--- config.mk ---
export PLATFORM = sky130hd
export DESIGN_NAME = console_port_decoder
export DESIGN_NICKNAME = d
export VERILOG_FILES = /design/src/rtl/cpd_pkg.sv /design/src/rtl/cpd_match.sv /design/src/rtl/cpd_psg_code.sv /design/src/rtl/console_port_decoder.sv
export SDC_FILE = /design/constraint.sdc
export NUM_CORES = 1
export LEC_CHECK = 0
export BUFFER_PORTS_ARGS = -buffer_cell sky130_fd_sc_hd__buf_2
export CAP_MARGIN = 20
export CELL_PAD_IN_SITES_DETAIL_PLACEMENT = 0
export CELL_PAD_IN_SITES_GLOBAL_PLACEMENT = 1
export CORE_MARGIN = 5
export CORE_UTILIZATION = 32
export DETAILED_ROUTE_END_ITERATION = 10
export PLACE_DENSITY = 0.75
export REMOVE_ABC_BUFFERS = 1
export SYNTH_ARGS = -nofsm -noshare
export SYNTH_HDL_FRONTEND = slang
export SYNTH_SLANG_ARGS = --single-unit
export TNS_END_PERCENT = 30
--- constraint.sdc ---
create_clock -name clk -period 1.5 [get_ports clk]
set_clock_uncertainty 0.1 [all_clocks]
set_input_delay 0.075 -clock clk [delete_from_list [all_inputs] [get_ports clk]]
set_output_delay 0.075 -clock clk [all_outputs]
set_load 0.02 [all_outputs]
--- src/rtl/cpd_pkg.sv ---
package cpd_pkg;

    typedef struct packed {
        logic kpad_mode_n;
        logic joy_mode_n;
        logic vid_rd_n;
        logic vid_wr_n;
        logic xcvr_en_n;
        logic pad_rd_n;
        logic snd_wr_n;
        logic xmem_wr_n;
        logic romoff_wr_n;
        logic psg_bdir;
        logic psg_bc1;
    } port_sel_t;

    localparam port_sel_t SEL_IDLE = '{
        kpad_mode_n: 1'b1, joy_mode_n: 1'b1, vid_rd_n: 1'b1, vid_wr_n: 1'b1,
        xcvr_en_n: 1'b1, pad_rd_n: 1'b1, snd_wr_n: 1'b1, xmem_wr_n: 1'b1,
        romoff_wr_n: 1'b1, psg_bdir: 1'b0, psg_bc1: 1'b0
    };

endpackage

--- src/rtl/cpd_match.sv ---
// Compares a key against N constant codes and gives one hit bit per code.
module cpd_match #(
    parameter int               KEY_W = 3,
    parameter int               N     = 4,
    parameter logic [N*KEY_W-1:0] CODES = '0
) (
    input  logic [KEY_W-1:0] key,
    output logic [N-1:0]     hit
);
    for (genvar i = 0; i < N; i++) begin : g_cmp
        assign hit[i] = (key == CODES[i*KEY_W +: KEY_W]);
    end
endmodule

--- src/rtl/cpd_psg_code.sv ---
// Two-wire PSG bus-control code from the three PSG port hits and strobes.
module cpd_psg_code (
    input  logic hit_latch,
    input  logic hit_data_wr,
    input  logic hit_data_rd,
    input  logic rd_go,
    input  logic wr_go,
    output logic bdir,
    output logic bc1
);
    always_comb begin
        bdir = wr_go && (hit_latch || hit_data_wr);
        bc1  = (wr_go && hit_latch) || (rd_go && hit_data_rd);
    end
endmodule

--- src/rtl/console_port_decoder.sv ---
module console_port_decoder #(
    parameter int         ADDR_W      = 8,
    parameter int         GRP_W       = 3,
    parameter logic [2:0] G_KPAD      = 3'b100,
    parameter logic [2:0] G_VIDEO     = 3'b101,
    parameter logic [2:0] G_JOY       = 3'b110,
    parameter logic [2:0] G_PAD_SND   = 3'b111,
    parameter logic [7:0] P_PSG_LATCH = 8'h50,
    parameter logic [7:0] P_PSG_WR    = 8'h51,
    parameter logic [7:0] P_PSG_RD    = 8'h52,
    parameter logic [7:0] P_XMEM      = 8'h53,
    parameter logic [7:0] P_ROMOFF    = 8'h7F
) (
    input  logic              clk,
    input  logic              rst_n,
    input  logic [ADDR_W-1:0] addr,
    input  logic              iorq_n,
    input  logic              m1_n,
    input  logic              rd_n,
    input  logic              wr_n,
    output logic              kpad_mode_n,
    output logic              joy_mode_n,
    output logic              vid_rd_n,
    output logic              vid_wr_n,
    output logic              xcvr_en_n,
    output logic              pad_rd_n,
    output logic              snd_wr_n,
    output logic              xmem_wr_n,
    output logic              romoff_wr_n,
    output logic              psg_bdir,
    output logic              psg_bc1
);
    import cpd_pkg::*;

    localparam int N_GRP = 4;
    localparam int N_EXT = 5;
    localparam logic [N_GRP*GRP_W-1:0]  GRP_CODES =
        {G_PAD_SND[GRP_W-1:0], G_JOY[GRP_W-1:0], G_VIDEO[GRP_W-1:0], G_KPAD[GRP_W-1:0]};
    localparam logic [N_EXT*ADDR_W-1:0] EXT_CODES =
        {P_ROMOFF[ADDR_W-1:0], P_XMEM[ADDR_W-1:0], P_PSG_RD[ADDR_W-1:0],
         P_PSG_WR[ADDR_W-1:0], P_PSG_LATCH[ADDR_W-1:0]};

    logic [N_GRP-1:0] grp_hit;
    logic [N_EXT-1:0] ext_hit;
    logic             io_ok, rd_go, wr_go;
    logic             bdir_c, bc1_c;
    port_sel_t        sel_d, sel_q;

    // Legacy ports: partial decode on the top address bits only.
    cpd_match #(.KEY_W(GRP_W), .N(N_GRP), .CODES(GRP_CODES)) u_grp (
        .key (addr[ADDR_W-1 -: GRP_W]),
        .hit (grp_hit)
    );

    // Extension ports: full decode on every address bit.
    cpd_match #(.KEY_W(ADDR_W), .N(N_EXT), .CODES(EXT_CODES)) u_ext (
        .key (addr),
        .hit (ext_hit)
    );

    always_comb begin
        io_ok = !iorq_n && m1_n;
        rd_go = io_ok && !rd_n && wr_n;
        wr_go = io_ok && !wr_n && rd_n;
    end

    cpd_psg_code u_psg (
        .hit_latch   (ext_hit[0]),
        .hit_data_wr (ext_hit[1]),
        .hit_data_rd (ext_hit[2]),
        .rd_go       (rd_go),
        .wr_go       (wr_go),
        .bdir        (bdir_c),
        .bc1         (bc1_c)
    );

    always_comb begin
        sel_d             = SEL_IDLE;
        sel_d.kpad_mode_n = !(wr_go && grp_hit[0]);
        sel_d.vid_rd_n    = !(rd_go && grp_hit[1]);
        sel_d.vid_wr_n    = !(wr_go && grp_hit[1]);
        sel_d.xcvr_en_n   = !((rd_go || wr_go) && grp_hit[1]);
        sel_d.joy_mode_n  = !(wr_go && grp_hit[2]);
        sel_d.pad_rd_n    = !(rd_go && grp_hit[3]);
        sel_d.snd_wr_n    = !(wr_go && grp_hit[3]);
        sel_d.xmem_wr_n   = !(wr_go && ext_hit[3]);
        sel_d.romoff_wr_n = !(wr_go && ext_hit[4]);
        sel_d.psg_bdir    = bdir_c;
        sel_d.psg_bc1     = bc1_c;
    end

    always_ff @(posedge clk or negedge rst_n) begin
        if (!rst_n) sel_q <= SEL_IDLE;
        else        sel_q <= sel_d;
    end

    assign kpad_mode_n = sel_q.kpad_mode_n;
    assign joy_mode_n  = sel_q.joy_mode_n;
    assign vid_rd_n    = sel_q.vid_rd_n;
    assign vid_wr_n    = sel_q.vid_wr_n;
    assign xcvr_en_n   = sel_q.xcvr_en_n;
    assign pad_rd_n    = sel_q.pad_rd_n;
    assign snd_wr_n    = sel_q.snd_wr_n;
    assign xmem_wr_n   = sel_q.xmem_wr_n;
    assign romoff_wr_n = sel_q.romoff_wr_n;
    assign psg_bdir    = sel_q.psg_bdir;
    assign psg_bc1     = sel_q.psg_bc1;
endmodule

==> summary.md, run 1 <==
| Metric | Value |
|---|---|
| Outcome | finished, violations left |
| Violated checks | setup timing |
| Vias in the first global route | 384 |
| Avg WL per Cell | 12.1 um |
| Hpwl dp | 729 um |
| First-pass GRT wire length | 1.55 mm |
| Share of cells above drive strength 1 | 0.623 |
| Slowest cell on the critical path | dlygate4sd3_1 |
| Global route overflow | 0 |
| Power Dens Cells | 766 mW/mm^2 |
| Final critical-path required period | 1.51 ns |
| Worst Max-Slew Pin Slew | 0.221 ns |
| RSZ-0062 raised after global routing | true |
| DRC Markers | 0 |
| CP peak stage delay | 0.57 ns |
| Worst-path cell chain | dlygate4sd3_1 -> buf_2 -> nor2b_4 -> nand3b_1 -> dlygate4sd3_1 |
| Non-Filler Instances | 84 |
| Commonest cells after routing, fill and taps aside | buf_2 (24), dfstp_2 (9), dlygate4sd3_1 (8) |
| Num CTS Buffers | 3 |
| Static leakage | 0.287 nW |
| Comb power frac | 0.119 |
| CTS Sinks | 11 |
| Fillers | 109 |
| Initial Utilization | 0.336 |
| Sequential cell area fraction in the yosys report | 0.664 |
| Final Cycle Share | 1.01 |
| Avg Synthesized Cell Area | 13.5 sq um |
| Reg power frac | 0.545 |
| P&R area growth vs syn | 66.7% |
| Psw | 0.115 mW |
| CP required | 1.58 ns |
| Die Span Y | 46.7 um |
| Syn Std Cell Area | 432 sq um |
| Clk root buf | clkbuf_4 |
| Multi-input gate area in the final layout | 180 sq um |
| CTS max path bufs | 2 |
| Yosys warns | 0 |
| I/O Buffers | 24 |
| Final nets | 84 |
| CP Class | primary input to flip-flop |
| Total GRT Usage | 0.104 |
| Unique masters post-synth | 17 |
| Syn Inst Count | 32 |
| Peak Freq | 0.663 GHz |
| Final WL | 1.02 mm |
| Overall power | 0.551 mW |
| Max VDD drop | 0.284 mV |
| Switching share of power | 0.208 |
| Worst setup margin | -0.00848 ns |
| Max-cap viol count | 0 |
| Pin count of the biggest net entering global routing | 12 |
| Setup Buffers After CTS | 0 |
| Sum Neg Setup Slack | -0.00848 ns |
| Critical path arrival | 1.59 ns |
| Die Span X | 46.7 um |
| Crit path top cell by count | dlygate4sd3_1 |
| Final setup vio count | 1 |
| Clk network pwr share | 0.336 |
| Final Slew Violations | 0 |
| H-tree Lvls | 1 |
| Reg area | 287 sq um |
| Final ANT Viol Nets | 0 |
| Number of cell rows | 13 |
| Placed cell count | 72 |
| Initial DRT Pass Iterations | 2 |
| Core box area | 0.00128 sq mm |
| Initial drt markers | 2 |
| Die area | 0.00218 sq mm |
| CP max FO | 7 |
| Slew HR | 0.851 |
| Dominant cells by area after synthesis | dfstp_2 (55%), dfrtp_1 (12%), nand4_1 (4.3%), nand3_1 (3.5%), nand3b_1 (3.5%) |
| CP endpoint kind | flip-flop |
| Placer Congestion | 0.734 |
| Seq cells post-synth | 11 |
| Ant. Diodes | 0 |
| Initial antenna violation count | 0 |
| Endpoints failing hold | 0 |
| HP Class | primary input to flip-flop |
| Io pins | 25 |
| Worst Setup Start Kind | primary input |
| Hold Crit Start | addr[2] |
| Yosys top cell by area | dfstp_2 |
| Vias/cell | 4.83 |
| TritonCTS clock tree | built |
| CP Launch Point | addr[5] |
| Design internal power | 0.437 mW |
| Leading cell type in the layout, fill and taps excluded | buf_2 |
| Clock-pin slew on the worst setup and hold paths | 0.06 ns |
| Via count | 406 |
| Post-synth top area share | 0.548 |
[registers in the layout, indices dropped and copies added (netlist names)]
name,count
xmem_wr_n,1
joy_mode_n,1
pad_rd_n,1
snd_wr_n,1
psg_bdir,1
vid_wr_n,1
vid_rd_n,1
psg_bc1,1
kpad_mode_n,1
xcvr_en_n,1
romoff_wr_n,1
[cell type report]
cell class                 count  area share
sequential                    11       0.398
timing repair buffer          33       0.289
multi-input combinational     21       0.250
clock buffer                   4      0.0365
tap                           15      0.0261
[cell usage after synthesis]
master / count
nand3_1: 3
mux2i_1: 1
nor4bb_1: 1
or3_4: 1
dfstp_2: 9
nor2b_1: 1
and4bb_2: 1
o21ai_0: 1
and3b_2: 1
dfrtp_1: 2
nor2_1: 1
nor4_1: 1
or3_1: 1
nand2_1: 2
nand4_1: 3
nand3b_1: 2
nor3b_1: 1
[final timing paths]
| path | slack (ns) | endpoint | cells after the start |
|---|---|---|---|
| min | 0.01 | psg_bc1 | 3 |
| max | -0.008 | kpad_mode_n | 5 |
| max in group asynchronous | 0.95 | kpad_mode_n | 2 |
| min in group asynchronous | 0.10 | psg_bc1 | 2 |
[metal layers]
layer	global-route usage	up-vias	part of all wire
met5	0	-	0
met4	0.116	0	0.019
met3	0.0230	2	0.13
met2	0.168	20	0.49
met1	0.103	191	0.36
li1	-	193	-
[timing repair]
item,4_1_cts,5_1_grt
endpoints found under the setup margin,0,2
hold endpoints to repair,19,0
hold buffers,9,0
resized for setup,0,6
[through the flow]
step / setup slack, ns / hold WS (ns) / utilization / instance area [sq um]
3_3_place_gp: 0.257 / -0.158 / 0.450 / 578
4_1_cts: 0.0121 / 0.0337 / 0.540 / 694
6_report: -0.00848 / 0.0127 / 0.560 / 719
5_1_grt: -0.0298 / 0.0269 / 0.560 / 719
2_1_floorplan: 0.419 / -0.321 / - / 432
3_5_place_dp: 0.248 / -0.157 / 0.450 / 578
[kinds of logic (layout without fill, tap and decap cells)]
kind of cell / count (synthesis) / in the layout / synth area share
AND/OR/NAND/NOR: 19 / 19 / 0.301
multiplexers: 1 / 1 / 0.0232
flip-flops: 11 / 11 / 0.664
buffers and inverters: 0 / 37 / 0
AO/OA/AOI/OAI: 1 / 1 / 0.0116
[critical path: cells and delay by family]
kind	cells	cell delay (ns)
buf+inv	3	1.27
simple gates	2	0.24
[power groups by stage]
stage,logic [mW],clock network [mW],registers [mW]
6_report,0.0656,0.185,0.300
3_5_place_dp,0.0456,0,0.305
3_3_place_gp,0.0452,0,0.305
2_1_floorplan,0.0108,0,0.307
5_1_grt,0.0722,0.209,0.300
4_1_cts,0.0582,0.197,0.300
Note: power is estimated with default switching activity, not from simulation.
==> run 2, diff against run 1 <==
--- a/config.mk
+++ b/config.mk
@@ -7,12 +7,12 @@
 export LEC_CHECK = 0
 export BUFFER_PORTS_ARGS = -buffer_cell sky130_fd_sc_hd__buf_2
 export CAP_MARGIN = 20
-export CELL_PAD_IN_SITES_DETAIL_PLACEMENT = 0
-export CELL_PAD_IN_SITES_GLOBAL_PLACEMENT = 1
+export CELL_PAD_IN_SITES_DETAIL_PLACEMENT = 1
+export CELL_PAD_IN_SITES_GLOBAL_PLACEMENT = 2
 export CORE_MARGIN = 5
-export CORE_UTILIZATION = 32
+export CORE_UTILIZATION = 25
 export DETAILED_ROUTE_END_ITERATION = 10
-export PLACE_DENSITY = 0.75
+export PLACE_DENSITY = 0.73
 export REMOVE_ABC_BUFFERS = 1
 export SYNTH_ARGS = -nofsm -noshare
 export SYNTH_HDL_FRONTEND = slang
==> run 2 against run 1 <==
  * The run now ends clean
  * Global-route usage fell by 1.1 points
  * Flip-flop and latch count unchanged
  * Critical path depth did not move
  * Sequential share of layout area increased by 1.7 points
  * Fmax up 4.7%
  * Cell count is 2.4% higher
  * Combinational power fell by 9.6%
  * First-iteration DRC count unchanged
  * Setup slack improved by 0.067 ns
  * Critical endpoint is now xmem_wr_n
==> summary.md, run 2 (synthesis gave the netlist of run 1 again) <==
| Metric | Value |
|---|---|
| Ant. Diodes | 0 |
| Hold endpoint | psg_bc1 |
| Share of cells above drive strength 1 | 0.580 |
| Commonest cells after routing, fill and taps aside | buf_2 (23), dfstp_2 (9), dlygate4sd3_1 (8) |
| Number of cell rows | 15 |
| Initial DRT Pass Iterations | 2 |
| CP max FO | 6 |
| DRC Markers | 0 |
| Slew HR | 0.841 |
| Global route overflow | 0 |
| HP Class | primary input to flip-flop |
| Final Cycle Share | 0.961 |
| Max-cap viol count | 0 |
| TritonCTS clock tree | built |
| Die Span X | 51.6 um |
| Placer Congestion | 0.638 |
| Vias/cell | 4.52 |
| Num CTS Buffers | 3 |
| Hold Crit Start | addr[2] |
| Die area | 0.00266 sq mm |
| Pin count of the biggest net entering global routing | 12 |
| Outcome | finished clean |
| Design internal power | 0.435 mW |
| Overall power | 0.544 mW |
| Static leakage | 0.285 nW |
| Fillers | 195 |
| CP required | 1.58 ns |
| Core box area | 0.00169 sq mm |
| Met2 usage | 0.144 |
| Hpwl dp | 862 um |
| CP endpoint kind | flip-flop |
| Peak Freq | 0.694 GHz |
| Power Dens Cells | 789 mW/mm^2 |
| First-pass GRT wire length | 1.79 mm |
| Final critical-path required period | 1.44 ns |
| Hold path cells | 3 |
| Die Span Y | 51.6 um |
| Final ANT Viol Nets | 0 |
| Io pins | 25 |
| Psw | 0.109 mW |
| CTS max path bufs | 2 |
| Met1 usage in global routing | 0.111 |
| Final Slew Violations | 0 |
| Comb power frac | 0.109 |
| Worst Setup Start Kind | primary input |
| Pre-CTS worst setup slack | 0.236 ns |
| Max VDD drop | 0.261 mV |
| Sum Neg Setup Slack | 0 ns |
| Initial Utilization | 0.256 |
| Final WL | 1.04 mm |
| RSZ-0062 raised after global routing | false |
| Reg area | 287 sq um |
| Clk root buf | clkbuf_4 |
| Reg power frac | 0.552 |
| P&R area growth vs syn | 59.7% |
| Critical path arrival | 1.52 ns |
| Final nets | 84 |
| Initial drt markers | 2 |
| I/O Buffers | 24 |
| Total GRT Usage | 0.0925 |
| CTS Sinks | 11 |
| Avg WL per Cell | 12.1 um |
| Met3 Use GR | 0.0315 |
| Worst Max-Slew Pin Slew | 0.236 ns |
| Final setup vio count | 0 |
| CP Class | primary input to flip-flop |
| Clock-pin slew on the worst setup and hold paths | 0.06 ns |
| Most used routing layer | met2 |
| Via count | 389 |
| H-tree Lvls | 1 |
| Post-layout util | 0.408 |
| Worst setup margin | 0.0589 ns |
| Initial antenna violation count | 0 |
| Clk network pwr share | 0.339 |
| Multi-input gate area in the final layout | 145 sq um |
| Endpoints failing hold | 0 |
| Switching share of power | 0.201 |
| Leading cell type in the layout, fill and taps excluded | buf_2 |
| Vias in the first global route | 418 |
## run 2: changes by cell type in the layout (fill, tap and decap cells not counted)
cell,previous run,this run
buf_2,24,23
buf_4,1,2
mux2i_1,0,1
mux2i_4,1,0
nor2b_1,0,1
nor2b_4,1,0
nor4_1,0,1
nor4_4,1,0
## run 2: area by class of cell
| cell class | count | share of cell area |
|---|---|---|
| tap | 17 | 0.0309 |
| multi-input combinational | 21 | 0.211 |
| sequential | 11 | 0.416 |
| clock buffer | 4 | 0.0381 |
| timing repair buffer | 33 | 0.305 |
## run 2: worst max path at each step
stage / slack, ns / cells after the start / from / endpoint
2_1_floorplan: 0.42 / 3 / addr[7] / xmem_wr_n
3_3_place_gp: 0.25 / 4 / addr[7] / xmem_wr_n
3_5_place_dp: 0.24 / 4 / addr[7] / xmem_wr_n
4_1_cts: 0.04 / 5 / addr[6] / xmem_wr_n
5_1_grt: 0.02 / 5 / addr[6] / psg_bc1
6_report: 0.06 / 5 / addr[6] / xmem_wr_n
## run 2: through the flow
step                hold slack (ns)  area [sq um]  cells
finish                      0.00391           689     86
floorplan                    -0.321           432     32
global placement             -0.159           581     74
detailed placement           -0.154           581     74
global route                 0.0148           689     86
CTS                      0.00000516           687     86
## run 2: timing repair
item,4_1_cts,5_1_grt
endpoints found under the hold margin,18,0
gates resized for setup,0,1
setup buffers,0,0
setup endpoints to repair,0,2
hold buffers,8,0
## run 2: power groups by stage
stage | clock network [mW] | logic, mW | registers (mW)
after floorplan | 0 | 0.0108 | 0.307
after global placement | 0 | 0.0451 | 0.305
after detailed placement | 0 | 0.0469 | 0.305
after CTS | 0.193 | 0.0595 | 0.300
after global routing | 0.207 | 0.0669 | 0.300
final | 0.185 | 0.0593 | 0.300
## run 2: metal layers
| metal | up-vias | part of all wire |
|---|---|---|
| met5 | - | 0 |
| met4 | 0 | 0 |
| met3 | 0 | 0.077 |
| met2 | 20 | 0.45 |
| met1 | 176 | 0.48 |
| li1 | 193 | - |
## run 2: worst max-delay path, stage by stage
cell           delay [ns]
dlygate4sd3_1        0.52
buf_4                0.13
nand3b_1             0.10
or3_4                0.35
or3_1                0.35
